File: src/rtl/sseq_pkg.sv
package sseq_pkg;

  typedef enum logic [2:0] {
    ST_IDLE,
    ST_DELAY,
    ST_RAMP,
    ST_PGWAIT,
    ST_RUN
  } seqState_t;

  // Strobes from the control FSM to the timing datapath
  typedef struct packed {
    logic kill;      // clear everything, back to idle values
    logic arm;       // a new sequence starts: capture timing select
    logic tmrZero;   // state change: restart the shared interval timer
    logic delayRun;  // start delay is counting
    logic rampRun;   // soft-start ramp is stepping
    logic pgRun;     // power-good qualification is counting
    logic watchRun;  // power good released, watching for drop
  } seqStrobe_t;

endpackage

File: src/rtl/sseq_datapath.sv
module sseq_datapath
  import sseq_pkg::*;
#(
  parameter int REF_BITS = 10,
  parameter int DLY_CYC  = 10000,
  parameter int STEP_CYC = 20,
  parameter int PG_CYC   = 15000,
  parameter int DROP_CYC = 500,
  parameter int SCALE    = 4
) (
  input  logic                clk,
  input  logic                rstN,
  input  seqStrobe_t          strobe,
  input  logic                inWin,
  input  logic                sel4x,
  input  logic                useFixed,
  output logic [REF_BITS-1:0] refCode,
  output logic                delayDone,
  output logic                lastStep,
  output logic                pgDone,
  output logic                dropNow
);

  localparam int SCALED_STEP = STEP_CYC * SCALE;
  localparam int SCALED_PG   = PG_CYC * SCALE;
  localparam int MAX_A       = (DLY_CYC > SCALED_STEP) ? DLY_CYC : SCALED_STEP;
  localparam int MAX_C       = (MAX_A > SCALED_PG) ? MAX_A : SCALED_PG;
  localparam int TMR_W       = $clog2(MAX_C + 1);
  localparam int DROP_W      = $clog2(DROP_CYC + 1);

  localparam logic [REF_BITS-1:0] FULL_CODE = {REF_BITS{1'b1}};
  localparam logic [TMR_W-1:0]    DLY_LAST  = TMR_W'(DLY_CYC - 1);
  localparam logic [TMR_W-1:0]    STEP_1X   = TMR_W'(STEP_CYC - 1);
  localparam logic [TMR_W-1:0]    STEP_NX   = TMR_W'(SCALED_STEP - 1);
  localparam logic [TMR_W-1:0]    PG_1X     = TMR_W'(PG_CYC - 1);
  localparam logic [TMR_W-1:0]    PG_NX     = TMR_W'(SCALED_PG - 1);
  localparam logic [DROP_W-1:0]   DROP_LAST = DROP_W'(DROP_CYC - 1);

  logic                scaleLat;
  logic [TMR_W-1:0]    tmr;
  logic [DROP_W-1:0]   drp;
  logic [REF_BITS-1:0] rampCode;
  logic [TMR_W-1:0]    stepLimit;
  logic [TMR_W-1:0]    pgLimit;
  logic                stepTick;

  assign stepLimit = scaleLat ? STEP_NX : STEP_1X;
  assign pgLimit   = scaleLat ? PG_NX : PG_1X;

  // Timing select is captured once per sequence
  always_ff @(posedge clk or negedge rstN) begin
    if (!rstN)           scaleLat <= 1'b0;
    else if (strobe.kill) scaleLat <= 1'b0;
    else if (strobe.arm)  scaleLat <= sel4x;
  end

  // Shared interval timer: start delay, step prescaler, power-good delay
  always_ff @(posedge clk or negedge rstN) begin
    if (!rstN)                                       tmr <= '0;
    else if (strobe.kill || strobe.arm || strobe.tmrZero) tmr <= '0;
    else if (strobe.delayRun)                        tmr <= tmr + 1'b1;
    else if (strobe.rampRun)                         tmr <= stepTick ? '0 : tmr + 1'b1;
    else if (strobe.pgRun)                           tmr <= inWin ? tmr + 1'b1 : '0;
    else                                             tmr <= '0;
  end

  assign delayDone = strobe.delayRun && (tmr == DLY_LAST);
  assign stepTick  = strobe.rampRun && (tmr == stepLimit);
  assign lastStep  = stepTick && (rampCode == FULL_CODE - 1'b1);
  assign pgDone    = strobe.pgRun && inWin && (tmr == pgLimit);

  // Soft-start ramp code
  always_ff @(posedge clk or negedge rstN) begin
    if (!rstN)            rampCode <= '0;
    else if (strobe.kill) rampCode <= '0;
    else if (stepTick)    rampCode <= rampCode + 1'b1;
  end

  // Out-of-window run length while power good is released
  always_ff @(posedge clk or negedge rstN) begin
    if (!rstN)                                           drp <= '0;
    else if (!strobe.watchRun || inWin || strobe.tmrZero) drp <= '0;
    else                                                 drp <= drp + 1'b1;
  end

  assign dropNow = strobe.watchRun && !inWin && (drp == DROP_LAST);

  // Fixed reference once soft start is over
  assign refCode = useFixed ? FULL_CODE : rampCode;

  // ramp moves by one or returns to zero
  p_ref_step_r3: assert property (@(posedge clk) disable iff (!rstN)
    (rampCode != $past(rampCode)) |-> (rampCode == $past(rampCode) + 1'b1 || rampCode == '0))
    else $error("ramp code jumped");

  // the fixed reference is only selected once the ramp has finished
  p_ramp_full_r4: assert property (@(posedge clk) disable iff (!rstN)
    useFixed |-> (rampCode == FULL_CODE))
    else $error("fixed reference before ramp end");

  // captured select stays put during the ramp
  p_scale_hold_r9: assert property (@(posedge clk) disable iff (!rstN)
    (strobe.rampRun && $past(strobe.rampRun)) |-> $stable(scaleLat))
    else $error("timing select moved mid-ramp");

endmodule

File: src/rtl/sseq_ctrl.sv
module sseq_ctrl
  import sseq_pkg::*;
(
  input  logic       clk,
  input  logic       rstN,
  input  logic       enable,
  input  logic       supplyOk,
  input  logic       restartReq,
  input  logic       inWin,
  input  logic       delayDone,
  input  logic       lastStep,
  input  logic       pgDone,
  input  logic       dropNow,
  output seqStrobe_t strobe,
  output logic       ssDone,
  output logic       pgPullDown
);

  seqState_t state;
  seqState_t nextState;
  logic      active;

  assign active = enable && supplyOk && !restartReq;

  always_comb begin
    nextState = state;
    if (!active) begin
      nextState = ST_IDLE;
    end else begin
      case (state)
        ST_IDLE:   nextState = ST_DELAY;
        ST_DELAY:  if (delayDone) nextState = ST_RAMP;
        ST_RAMP:   if (lastStep)  nextState = ST_PGWAIT;
        ST_PGWAIT: if (pgDone)    nextState = ST_RUN;
        ST_RUN:    if (dropNow)   nextState = ST_PGWAIT;
        default:   nextState = ST_IDLE;
      endcase
    end
  end

  always_ff @(posedge clk or negedge rstN) begin
    if (!rstN) state <= ST_IDLE;
    else       state <= nextState;
  end

  always_comb begin
    strobe          = '0;
    strobe.kill     = !active;
    strobe.arm      = active && (state == ST_IDLE);
    strobe.tmrZero  = active && (nextState != state);
    strobe.delayRun = (state == ST_DELAY);
    strobe.rampRun  = (state == ST_RAMP);
    strobe.pgRun    = (state == ST_PGWAIT);
    strobe.watchRun = (state == ST_RUN);
  end

  assign ssDone     = (state == ST_PGWAIT) || (state == ST_RUN);
  assign pgPullDown = (state != ST_RUN);

  // loss of the run condition lands in idle on the next edge
  p_kill_r8: assert property (@(posedge clk) disable iff (!rstN)
    !active |=> (state == ST_IDLE))
    else $error("not idle after run condition dropped");

  // release only follows qualification
  p_run_entry_r5: assert property (@(posedge clk) disable iff (!rstN)
    (state == ST_RUN) |-> ($past(state) == ST_RUN || $past(state) == ST_PGWAIT))
    else $error("power good released without qualification");

  // in-window cycles never drop power good
  p_hold_run_r6: assert property (@(posedge clk) disable iff (!rstN)
    (state == ST_RUN && inWin && active) |=> (state == ST_RUN))
    else $error("power good dropped while in window");

endmodule

File: src/rtl/sseq_top.sv
module sseq_top
  import sseq_pkg::*;
#(
  parameter int REF_BITS = 10,
  parameter int DLY_CYC  = 10000,
  parameter int STEP_CYC = 20,
  parameter int PG_CYC   = 15000,
  parameter int DROP_CYC = 500,
  parameter int SCALE    = 4
) (
  input  logic                clk,
  input  logic                rstN,
  input  logic                enable,
  input  logic                supplyOk,
  input  logic                restartReq,
  input  logic                fbAboveLow,
  input  logic                fbBelowHigh,
  input  logic                sel4x,
  output logic [REF_BITS-1:0] refCode,
  output logic                ssDone,
  output logic                pgPullDown
);

  seqStrobe_t strobe;
  logic inWin;
  logic delayDone;
  logic lastStep;
  logic pgDone;
  logic dropNow;

  assign inWin = fbAboveLow && fbBelowHigh;

  sseq_ctrl uCtrl (
    .clk        (clk),
    .rstN       (rstN),
    .enable     (enable),
    .supplyOk   (supplyOk),
    .restartReq (restartReq),
    .inWin      (inWin),
    .delayDone  (delayDone),
    .lastStep   (lastStep),
    .pgDone     (pgDone),
    .dropNow    (dropNow),
    .strobe     (strobe),
    .ssDone     (ssDone),
    .pgPullDown (pgPullDown)
  );

  sseq_datapath #(
    .REF_BITS (REF_BITS),
    .DLY_CYC  (DLY_CYC),
    .STEP_CYC (STEP_CYC),
    .PG_CYC   (PG_CYC),
    .DROP_CYC (DROP_CYC),
    .SCALE    (SCALE)
  ) uDp (
    .clk       (clk),
    .rstN      (rstN),
    .strobe    (strobe),
    .inWin     (inWin),
    .sel4x     (sel4x),
    .useFixed  (ssDone),
    .refCode   (refCode),
    .delayDone (delayDone),
    .lastStep  (lastStep),
    .pgDone    (pgDone),
    .dropNow   (dropNow)
  );

endmodule

File: config.mk
export PLATFORM = sky130hd
export DESIGN_NAME = sseq_top
export DESIGN_NICKNAME = d
export VERILOG_FILES = /design/src/rtl/sseq_pkg.sv /design/src/rtl/sseq_datapath.sv /design/src/rtl/sseq_ctrl.sv /design/src/rtl/sseq_top.sv
export SDC_FILE = /design/constraint.sdc
export NUM_CORES = 1
export LEC_CHECK = 0
export BUFFER_PORTS_ARGS = -buffer_cell sky130_fd_sc_hd__buf_2
export CORE_ASPECT_RATIO = 1.25
export CORE_MARGIN = 3
export CORE_UTILIZATION = 35
export CTS_CLUSTER_SIZE = 28
export DETAILED_ROUTE_END_ITERATION = 8
export MAX_ROUTING_LAYER = met4
export PLACE_DENSITY = 0.58
export SYNTH_ARGS = -nofsm -noshare
export SYNTH_HDL_FRONTEND = slang
export SYNTH_SLANG_ARGS = --single-unit
File: constraint.sdc
create_clock -name clk -period 6 [get_ports clk]
set_clock_uncertainty 0.2 [all_clocks]
set_input_delay 0.6 -clock clk [delete_from_list [all_inputs] [get_ports clk]]
set_output_delay 0.6 -clock clk [all_outputs]
set_load 0.01 [all_outputs]
==> impl_metrics.json <==
{
  "reg2reg_slack_ps": 2520,
  "rsz0062_at_grt": "false",
  "clk_path_buf_depth": 2,
  "dp_worst_setup_slack_ps": 2510,
  "rr_worst_depth": 6,
  "synthSimpleGateAreaFrac": 0.304,
  "crit_start": "uDp.tmr[7]",
  "worst_slew_pin_slew_ps": 1180,
  "synth_flop_cell": "dfrtp_1",
  "synth-edff-count": 0,
  "drive_gt1_frac": 0.133,
  "drt_iter0_drc": 138,
  "leakage_nw": 1.08,
  "arrival_ps": 3410,
  "rr_endpoint": "uDp.drp[5]",
  "mappedNetlistArea_mm2": 0.00231,
  "hold_class": "primary input to async pin",
  "ys_seq_elements": 39,
  "synth-seq-area-share": 0.422,
  "synth_compound_area_frac": 0.0822,
  "start_kind": "flop",
  "avgSynthCellArea_um2": 9.33,
  "dr_total_vias": 1821,
  "finalWorstSetupSlack_ps": 2520,
  "synth_cells": 248,
  "overflow": 0,
  "avgRoutedWirePerCell_um": 14.1,
  "cts_root_buf": "clkbuf_8",
  "grt_pass1_vias": 1750,
  "path_class": "flop to flop",
  "synthAdderAreaFrac": 0.0216,
  "slew-limit-headroom": 0.212,
  "numCtsBuffers": 5,
  "cts_setup_buffers": 0,
  "required_ps": 5930,
  "end_kind": "flop",
  "fin_crit_ps": 3480,
  "synthMuxAreaShare": 0.0130,
  "clkSlewWorstSetupHoldPaths_ps": 80,
  "postCtsResizedCells": 0,
  "reg2reg_from": "uDp.tmr[7]",
  "grt_util_met2": 0.220,
  "cp_max_fo": 24,
  "n_antenna_cell": 0,
  "final_common_cell": "dfrtp_1",
  "drt-pass1-iter-count": 4,
  "drtAntennaViolNets": 0,
  "synthArstFlopShare": 1.00,
  "dieArea_mm2": 0.00763,
  "ctsHoldBuffers": 0,
  "grt_max_degree": 40,
  "finalSetupTns_ps": 0,
  "status": "finished clean",
  "grt_use_total": 0.142,
  "synthToLayoutAreaGrowth_pct": 11.1,
  "ios": 20,
  "cts.sinks": 39,
  "dp_hpwl_mm": 3.46,
  "max-vdd-ir-drop_mv": 0.0691,
  "globalplace.congestion": 0.946,
  "vias_per_cell": 5.23,
  "clkLatencyLatePin_ps": 290,
  "rows": 32,
  "final_cell_mix": "dfrtp_1 (39), nor2_1 (19), buf_2 (19)",
  "start_util": 0.368,
  "synth_area_leader_cell": "dfrtp_1",
  "synth-xor-area-share": 0.117,
  "hold_viol_final": 0,
  "busiest_layer": "met2",
  "maxSlewViolCount": 0,
  "fp.coreArea_mm2": 0.00629,
  "min_period_over_period": 0.579,
  "yosys_warnings": 0,
  "netlist_top_cells_area": "dfrtp_1 (42%), xor2_1 (6.1%), xnor2_1 (5.7%), nor3_1 (3.7%), nor2_1 (3.1%)",
  "syn_nets": 260,
  "use_met3": 0.0261,
  "place.port_buffers": 19,
  "cap_violations": 0,
  "die_width_um": 78.7,
  "yosys.cell_types.count": 45,
  "wl_mm": 4.91,
  "die_h_um": 96.9,
  "p_per_area_mw_per_mm2": 199,
  "synth_top_cell_area_share": 0.422,
  "grt_use_met1": 0.187,
  "antenna_found_initial": 0,
  "cts_max_level": 2,
  "max_freq_ghz": 0.288,
  "nets": 274,
  "cts_tree": "done",
  "drc": 0,
  "synth_top_family_by_area": "simple AND/OR/NAND/NOR gates",
  "grt_first_pass_wirelength_mm": 8.60,
  "setup_viol": 0
}
[synth_stat cells, drive strengths merged (2+ instances only)]
master / number
xnor2: 15
nor2b: 2
or3: 2
nand3: 11
and2: 3
buf: 4
a21oi: 7
nor3: 17
nand2b: 11
inv: 8
xor2: 16
ha: 4
nand2: 16
and3: 11
o21ai: 4
or2: 2
clkbuf: 8
nand3b: 2
or3b: 2
nor4: 4
dfrtp: 39
mux2i: 3
nand4: 8
nor2: 19
a211oi: 8
nor4b: 3
and4: 2
a31oi: 3
nor3b: 2
or4b: 2
[how the worst max path moves through the flow]
stage                   to  slack, ps  depth (start not counted)
2_1_floorplan   uDp.drp[5]       3240                          7
3_3_place_gp    uDp.drp[2]       2530                          7
3_5_place_dp    uDp.drp[4]       2510                          7
4_1_cts         uDp.drp[4]       2500                          6
5_1_grt        uDp.tmr[10]       2300                          6
6_report        uDp.drp[5]       2520                          6
[cell type report]
cell class                      count  area [µm²]
Fill cell                         642        3720
Tap cell                           85         106
Clock buffer                        6        82.6
Clock inverter                      2        35.0
Timing Repair Buffer               19        95.1
Multi-Input combinational cell    189        1240
Inverter                            8        30.0
Sequential cell                    39         976
[per-stage QoR]
| step | std cells | utilization | hold WS, ps | total power, W | area (µm²) |
|---|---|---|---|---|---|
| final | 348 | 0.409 | 219 | 0.000511 | 2570 |
| after global routing | 348 | 0.409 | 300 | 0.000533 | 2570 |
| after CTS | 348 | 0.409 | 261 | 0.000518 | 2570 |
| after detailed placement | 340 | 0.390 | 270 | 0.000289 | 2450 |
| after global placement | 340 | 0.390 | 267 | 0.000289 | 2450 |
| after floorplan | 248 | - | 104 | 0.000280 | 2310 |
[power by group]
group          switching [W]  internal (W)
Combinational      0.0000145    0.00000440
Clock              0.0000935      0.000135
Sequential        0.00000107      0.000263
Total               0.000109      0.000402
[layer usage]
metal / up-vias / wire [µm]
li1: 905 / -
met1: 872 / 2290
met2: 38 / 2370
met3: 6 / 179
met4: 0 / 65
met5: - / 0
[flip-flops by register name (all words and copies together), names as in the netlist]
| name | cells |
|---|---|
| uCtrl.state | 3 |
| uDp.drp | 9 |
| uDp.rampCode | 10 |
| uDp.scaleLat | 1 |
| uDp.tmr | 16 |
[critical path: stages (launching register included)]
cell,delay (ps)
dfrtp_1,430
or4_1,590
a211o_1,300
nor4_4,440
a41oi_1,240
o221ai_2,950
a211oi_1,180
[kinds of logic (layout without fill, tap and decap cells)]
| group | Yosys count | in the layout |
|---|---|---|
| adder cells (fa/ha/maj) | 4 | 4 |
| buffers and inverters | 20 | 35 |
| multiplexers | 3 | 3 |
| flip-flops | 39 | 39 |
| AND/OR/NAND/NOR | 123 | 123 |
| AO/OA/AOI/OAI | 28 | 28 |
| XOR/XNOR | 31 | 31 |
Note: power is estimated with default switching activity, not from simulation.
